--- src/rtl/wmu_pkg.sv ---
package wmu_pkg;

    localparam int NUM_SLOTS  = 4;
    localparam int CTRL_W     = 32;
    localparam int FIELD_BASE = 16;
    localparam int FIELD_W    = 4;
    localparam int EN_W       = 2;
    localparam int REG_SEL_W  = 3;

    localparam logic [CTRL_W-1:0]    RSVD_MASK = 32'h0000_FC00;
    localparam logic [REG_SEL_W-1:0] REG_CTRL  = 3'd4;
    localparam logic [REG_SEL_W-1:0] REG_STAT  = 3'd5;

    // kind of bus access presented to the unit
    typedef enum logic [1:0] {
        ACC_FETCH = 2'b00,
        ACC_READ  = 2'b01,
        ACC_WRITE = 2'b10,
        ACC_IDLE  = 2'b11
    } acc_kind_e;

    // slot descriptor, kind part (low two bits)
    typedef enum logic [1:0] {
        RW_EXEC = 2'b00,
        RW_WR   = 2'b01,
        RW_IO   = 2'b10,
        RW_RDWR = 2'b11
    } slot_rw_e;

    // slot descriptor, length part (high two bits); non-binary ordering
    typedef enum logic [1:0] {
        LEN_1 = 2'b00,
        LEN_2 = 2'b01,
        LEN_8 = 2'b10,
        LEN_4 = 2'b11
    } slot_len_e;

    typedef struct packed {
        slot_len_e len;
        slot_rw_e  rw;
    } slot_field_t;

endpackage

--- src/rtl/wmu_slot_cmp.sv ---
module wmu_slot_cmp
    import wmu_pkg::*;
#(
    parameter int ADDR_W   = 32,
    parameter bit WIDE_LEN = 1'b0
) (
    input  logic              clk,
    input  logic              rst_n,
    input  logic [ADDR_W-1:0] slot_addr,
    input  logic              slot_en,
    input  logic [3:0]        slot_field,
    input  logic              acc_valid,
    input  logic [ADDR_W-1:0] acc_addr,
    input  logic [1:0]        acc_size,
    input  logic [1:0]        acc_kind,
    output logic              hit
);

    localparam int EXT_W = ADDR_W + 1;

    slot_field_t       fld;
    acc_kind_e         kind;
    logic [EXT_W-1:0]  region_bytes;
    logic [EXT_W-1:0]  access_bytes;
    logic [ADDR_W-1:0] region_mask;
    logic [EXT_W-1:0]  region_first;
    logic [EXT_W-1:0]  region_last;
    logic [EXT_W-1:0]  acc_first;
    logic [EXT_W-1:0]  acc_last;
    logic              len_ok;
    logic              kind_ok;
    logic              overlap;
    logic              exec_hit;
    logic              data_hit;

    always_comb begin
        fld  = slot_field_t'(slot_field);
        kind = acc_kind_e'(acc_kind);

        len_ok = 1'b1;
        unique case (fld.len)
            LEN_1:   region_bytes = EXT_W'(1);
            LEN_2:   region_bytes = EXT_W'(2);
            LEN_4:   region_bytes = EXT_W'(4);
            default: begin
                region_bytes = EXT_W'(8);
                len_ok       = WIDE_LEN;
            end
        endcase

        access_bytes = EXT_W'(1) << acc_size;

        region_mask  = ADDR_W'(region_bytes - EXT_W'(1));
        region_first = {1'b0, slot_addr & ~region_mask};
        region_last  = region_first + region_bytes - EXT_W'(1);
        acc_first    = {1'b0, acc_addr};
        acc_last     = acc_first + access_bytes - EXT_W'(1);
        overlap      = (acc_first <= region_last) && (acc_last >= region_first);

        unique case (fld.rw)
            RW_WR:   kind_ok = (kind == ACC_WRITE);
            RW_RDWR: kind_ok = (kind == ACC_WRITE) || (kind == ACC_READ);
            default: kind_ok = 1'b0;
        endcase

        exec_hit = (fld.rw == RW_EXEC) && (kind == ACC_FETCH) && (acc_addr == slot_addr);
        data_hit = len_ok && kind_ok && overlap;
        hit      = acc_valid && slot_en && (exec_hit || data_hit);
    end

    AST_VACANT_SILENT: assert property (@(posedge clk) disable iff (!rst_n)
        !slot_en |-> !hit);
    AST_FETCH_EXACT: assert property (@(posedge clk) disable iff (!rst_n)
        (hit && fld.rw == RW_EXEC) |-> (acc_kind == 2'b00 && acc_addr == slot_addr));
    AST_IO_SILENT: assert property (@(posedge clk) disable iff (!rst_n)
        (fld.rw == RW_IO) |-> !hit);
    AST_NARROW_NO_WIDE: assert property (@(posedge clk) disable iff (!rst_n)
        (!WIDE_LEN && fld.len == LEN_8 && fld.rw != RW_EXEC) |-> !hit);

endmodule

--- src/rtl/wmu_regs.sv ---
module wmu_regs
    import wmu_pkg::*;
#(
    parameter int ADDR_W = 32
) (
    input  logic                              clk,
    input  logic                              rst_n,
    input  logic                              reg_wr,
    input  logic [REG_SEL_W-1:0]              reg_sel,
    input  logic [CTRL_W-1:0]                 reg_wdata,
    output logic [CTRL_W-1:0]                 reg_rdata,
    input  logic [NUM_SLOTS-1:0]              hits,
    output logic [NUM_SLOTS-1:0][ADDR_W-1:0]  slot_addr_o,
    output logic [CTRL_W-1:0]                 ctrl_o,
    output logic                              trap_o
);

    typedef struct packed {
        logic [NUM_SLOTS-1:0][ADDR_W-1:0] addr;
        logic [CTRL_W-1:0]                ctrl;
        logic [NUM_SLOTS-1:0]             status;
        logic                             trap;
    } state_t;

    state_t st_d, st_q;
    logic   wr_slot, wr_ctrl, wr_stat;
    logic [NUM_SLOTS-1:0] keep_mask;

    always_comb begin
        st_d    = st_q;
        wr_slot = reg_wr && (int'(reg_sel) < NUM_SLOTS);
        wr_ctrl = reg_wr && (reg_sel == REG_CTRL);
        wr_stat = reg_wr && (reg_sel == REG_STAT);

        if (wr_slot) begin
            st_d.addr[reg_sel[1:0]] = ADDR_W'(reg_wdata);
        end
        if (wr_ctrl) begin
            st_d.ctrl = reg_wdata & ~RSVD_MASK;
        end

        keep_mask   = wr_stat ? reg_wdata[NUM_SLOTS-1:0] : '1;
        st_d.status = (st_q.status & keep_mask) | hits;
        st_d.trap   = |hits;
    end

    always_ff @(posedge clk or negedge rst_n) begin
        if (!rst_n) begin
            st_q <= '0;
        end else begin
            st_q <= st_d;
        end
    end

    always_comb begin
        reg_rdata = '0;
        if (int'(reg_sel) < NUM_SLOTS) begin
            reg_rdata = CTRL_W'(st_q.addr[reg_sel[1:0]]);
        end else if (reg_sel == REG_CTRL) begin
            reg_rdata = st_q.ctrl;
        end else if (reg_sel == REG_STAT) begin
            reg_rdata = CTRL_W'(st_q.status);
        end
    end

    assign slot_addr_o = st_q.addr;
    assign ctrl_o      = st_q.ctrl;
    assign trap_o      = st_q.trap;

    AST_CTRL_RSVD_CLEAR: assert property (@(posedge clk) disable iff (!rst_n)
        (reg_wr && reg_sel == REG_CTRL) |=> ((ctrl_o & RSVD_MASK) == '0));
    AST_STATUS_STICKY: assert property (@(posedge clk) disable iff (!rst_n)
        !(reg_wr && reg_sel == REG_STAT) |=> (($past(st_q.status) & ~st_q.status) == '0));
    AST_TRAP_HAS_STATUS: assert property (@(posedge clk) disable iff (!rst_n)
        trap_o |-> (st_q.status != '0));
    AST_UNMAPPED_ZERO: assert property (@(posedge clk) disable iff (!rst_n)
        (reg_sel > REG_STAT) |-> (reg_rdata == '0));

endmodule

--- src/rtl/watch_match_unit.sv ---
module watch_match_unit
    import wmu_pkg::*;
#(
    parameter int ADDR_W   = 32,
    parameter bit WIDE_LEN = 1'b0
) (
    input  logic              clk,
    input  logic              rst_n,
    input  logic              reg_wr,
    input  logic [2:0]        reg_sel,
    input  logic [31:0]       reg_wdata,
    output logic [31:0]       reg_rdata,
    input  logic              acc_valid,
    input  logic [ADDR_W-1:0] acc_addr,
    input  logic [1:0]        acc_size,
    input  logic [1:0]        acc_kind,
    output logic              trap
);

    logic [NUM_SLOTS-1:0][ADDR_W-1:0] slot_addr;
    logic [CTRL_W-1:0]                ctrl;
    logic [NUM_SLOTS-1:0]             hits;

    wmu_regs #(
        .ADDR_W (ADDR_W)
    ) u_regs (
        .clk         (clk),
        .rst_n       (rst_n),
        .reg_wr      (reg_wr),
        .reg_sel     (reg_sel),
        .reg_wdata   (reg_wdata),
        .reg_rdata   (reg_rdata),
        .hits        (hits),
        .slot_addr_o (slot_addr),
        .ctrl_o      (ctrl),
        .trap_o      (trap)
    );

    for (genvar i = 0; i < NUM_SLOTS; i++) begin : g_slot
        wmu_slot_cmp #(
            .ADDR_W   (ADDR_W),
            .WIDE_LEN (WIDE_LEN)
        ) u_cmp (
            .clk        (clk),
            .rst_n      (rst_n),
            .slot_addr  (slot_addr[i]),
            .slot_en    (|ctrl[EN_W*i +: EN_W]),
            .slot_field (ctrl[FIELD_BASE + FIELD_W*i +: FIELD_W]),
            .acc_valid  (acc_valid),
            .acc_addr   (acc_addr),
            .acc_size   (acc_size),
            .acc_kind   (acc_kind),
            .hit        (hits[i])
        );
    end

endmodule

--- config.mk ---
export PLATFORM = sky130hd
export DESIGN_NAME = watch_match_unit
export DESIGN_NICKNAME = d
export VERILOG_FILES = /design/src/rtl/wmu_pkg.sv /design/src/rtl/wmu_slot_cmp.sv /design/src/rtl/wmu_regs.sv /design/src/rtl/watch_match_unit.sv
export SDC_FILE = /design/constraint.sdc
export NUM_CORES = 1
export LEC_CHECK = 0
export ABC_AREA = 1
export CAP_MARGIN = 5
export CORE_MARGIN = 1.5
export CORE_UTILIZATION = 45
export DETAILED_ROUTE_END_ITERATION = 12
export DONT_BUFFER_PORTS = 1
export PLACE_DENSITY = 0.71
export REMOVE_ABC_BUFFERS = 1
export SLEW_MARGIN = 10
export SYNTH_ARGS = -nofsm -noshare
export SYNTH_HDL_FRONTEND = slang
export SYNTH_SLANG_ARGS = --single-unit
--- constraint.sdc ---
create_clock -name clk -period 10.8 [get_ports clk]
set_clock_uncertainty 0.2 [all_clocks]
set_input_delay 1.08 -clock clk [delete_from_list [all_inputs] [get_ports clk]]
set_output_delay 1.08 -clock clk [all_outputs]
set_load 0.1 [all_outputs]
==> impl_results.md <==
* ANT nets after route at 0
* Total GRT Usage at 35.75%
* DR vias at 24620
* Clk pin slew, worst setup/hold paths at 0.08 ns
* Share of the synthesized area in the top cell type at 22.15%
* Synth cell types at 50
* Initial core utilization at 45.74%
* Die area at 0.05374 mm²
* Global route total overflow at 0
* Chip Width at 231.8 µm
* Post-cts resize count at 0
* Setup crit end kind: flip-flop
* FFs w/ async S/R, synth at 100.0%
* Top_reg_cell synth: dfrtp_1
* Pin count of the biggest net entering global routing at 160
* Slew Limit Fails at 0
* Cells after Synth at 3535
* Tcrit/Tclk final at 50.25%
* EDFF count, synth at 0
* Crit path time final at 5.428 ns
* Pleak at 13.00 nW
* Rows at 83
* WS Path Type: reg -> reg
* CTS root buffer: clkbuf_16
* Status: finished, final reports clean
* Most common cell in the netlist: nand2_1
* Total power at 5.578 mW
* Sink Count at 159
* Hold buffers post-CTS at 0
* Post-CTS Setup Inserts at 0
* Worst Path Buf+Inv at 1
* Clock Latency Late Sink at 0.49 ns
* Synthesis-to-layout area growth at 6.150%
* Max Clock Freq at 184.2 MHz
* Die Height at 231.8 µm
* Global-route wire length before repair at 141.7 mm
* Synth top cells by count: nand2_1 (848), inv_1 (559), ha_1 (417)
* Seq cells post-synth at 159
* CP most frequent cell: nand2_1
* Syn avg cell area at 6.665 µm²
* Pwr per Cell Area at 223.0 mW/mm²
* Synth top area cells: ha_1 (22%), dfrtp_1 (17%), nand2_1 (14%)
* Worst slew margin at 20.22%
* Critical path peak fanout at 6
* Drt first pass iters at 6
* Peak per-stage delay on the critical path at 0.51 ns
* Setup crit start kind: flip-flop
* Cell taking the most area after synthesis: ha_1
* # DRC at 0
* Total of warnings raised by yosys at 0
* Via density at 5.843
* Delay-heaviest family, CP: simple AND/OR/NAND/NOR gates
* Fin nets at 4017
* Critical Path AT at 5.60 ns
* # setup viols final at 0
* Hold Vio Cnt, Final at 0
* CP required at 10.97 ns
* Maximum clock path buffer count at 2
* Post-synth design cell area at 0.02356 mm²
* Register area share after synthesis at 16.89%
* Fin Setup TNS at 0 ns
* Vias in the first global route at 22870
* CTS Buf Count at 17
* Smallest hold slack at 0.08882 ns
* # H-tree levels at 4
* Tightest Hold Check Type: in -> async
* Antenna cells at 0
* PortBufs at 0
* CTS tree: done
* Layout cells sized above 1 at 4.189%
* Slew @ Worst Pin at 1.193 ns
* Slowest CP cell: fa_1
* Detailed-placement wirelength estimate at 80.03 mm
* Core Box Area at 0.05151 mm²
* Initial antenna violation count at 0
* Final WL at 96.54 mm
* GPL Wtd Cong at 1.052
* Peak VDD IR at 0.1157 mV
* RSZ-0062 raised after global routing: no
* # IOs at 108
* Mean routed wirelength per cell at 22.91 µm
* Initial DRC count at 2594
* Total of max-cap violations at 0
flip-flops by register name, summed over array words and instances, names as in the netlist:
signal and flops:
u_regs.trap_o 1, u_regs.slot_addr_o 128, u_regs.st_q 4, u_regs.ctrl_o 26
path summary, 6_finish.rpt:
check / from / end / slack (ns) / cells after the start
min in group clk: u_regs.ctrl_o[5]$_DFFE_PN0P_ / u_regs.ctrl_o[5]$_DFFE_PN0P_ / 0.30 / 2
max in group asynchronous: rst_n / u_regs.slot_addr_o[26]$_DFFE_PN0P_ / 10.00 / 0
worst min-delay path: rst_n / u_regs.ctrl_o[4]$_DFFE_PN0P_ / 0.09 / 0
worst min register to register: u_regs.ctrl_o[5]$_DFFE_PN0P_ / u_regs.ctrl_o[5]$_DFFE_PN0P_ / 0.30 / 2
worst max-delay path: u_regs.ctrl_o[27]$_DFFE_PN0P_ / u_regs.trap_o$_DFF_PN0_ / 5.37 / 37
worst max register to register: u_regs.ctrl_o[27]$_DFFE_PN0P_ / u_regs.trap_o$_DFF_PN0_ / 5.37 / 37
logic make-up (layout without fill, tap and decap cells):
family	count (synthesis)	in the layout	synth area share [%]
simple gates	1353	1353	23.52
compound gates	785	785	19.80
buf+inv	618	616	9.857
fa+ha+maj	422	422	22.57
xor+xnor	198	198	7.361
flops	159	159	16.89
stage by stage:
stage	util (%)	setup WS, ns	instance area, µm²	std cells
2_1_floorplan	-	4.898	23350	3479
3_3_place_gp	47.49	5.189	24460	4181
3_5_place_dp	47.49	5.092	24460	4181
4_1_cts	48.55	5.397	25010	4213
5_1_grt	48.55	4.870	25010	4213
6_report	48.55	5.372	25010	4213
layout make-up:
type	count	area [µm²]
clock buffer	19	442.9
clock inverter	13	105.1
multi-input combinational	2758	17360
tap	680	850.8
sequential	159	3979
fill	5419	26500
inverter	562	2110
timing repair buffer	22	165.2
placed cells by master, fill, tap and decap left out, types with 17 or more instances in the layout:
cell and instances:
a21oi_1 240, nand4_1 58, xor2_1 98, xnor2_1 100
o21ai_0 261, ha_1 417, buf_4 22, o21a_1 19
o21ai_2 24, nand2_2 19, a31oi_1 30, nand3_1 90
inv_1 559, o22ai_1 56, nor3_1 44, dfrtp_1 159
a21o_1 40, clkbuf_16 17, nor4_1 25, nor2_1 253
nand2_1 844
routing by layer:
| metal | GRT usage, % | vias to the layer above | wire (µm) |
|---|---|---|---|
| met5 | 0 | - | 0 |
| met4 | 17.17 | 0 | 4896 |
| met3 | 6.569 | 189 | 9752 |
| met2 | 54.79 | 1218 | 41050 |
| met1 | 48.22 | 11450 | 40840 |
| li1 | - | 11760 | - |
power breakdown:
| group | switching, mW | internal [mW] | leakage (nW) |
|---|---|---|---|
| clock | 0.310 | 0.304 | 0.268 |
| combinational | 2.53 | 1.46 | 10.7 |
| sequential | 0.270 | 0.709 | 2.00 |
| total | 3.10 | 2.47 | 13.0 |
worst reg2reg max path: cells and delay by family, from the launching register on:
| kind | cells | cell delay, ns |
|---|---|---|
| AND/OR/NAND/NOR | 27 | 2.50 |
| AO/OA/AOI/OAI | 6 | 0.99 |
| adder cells (fa/ha/maj) | 2 | 0.79 |
| flip-flops | 1 | 0.42 |
| buffers and inverters | 1 | 0.31 |
| XOR/XNOR | 1 | 0.10 |
No activity file was read; power rests on OpenSTA's default activity.
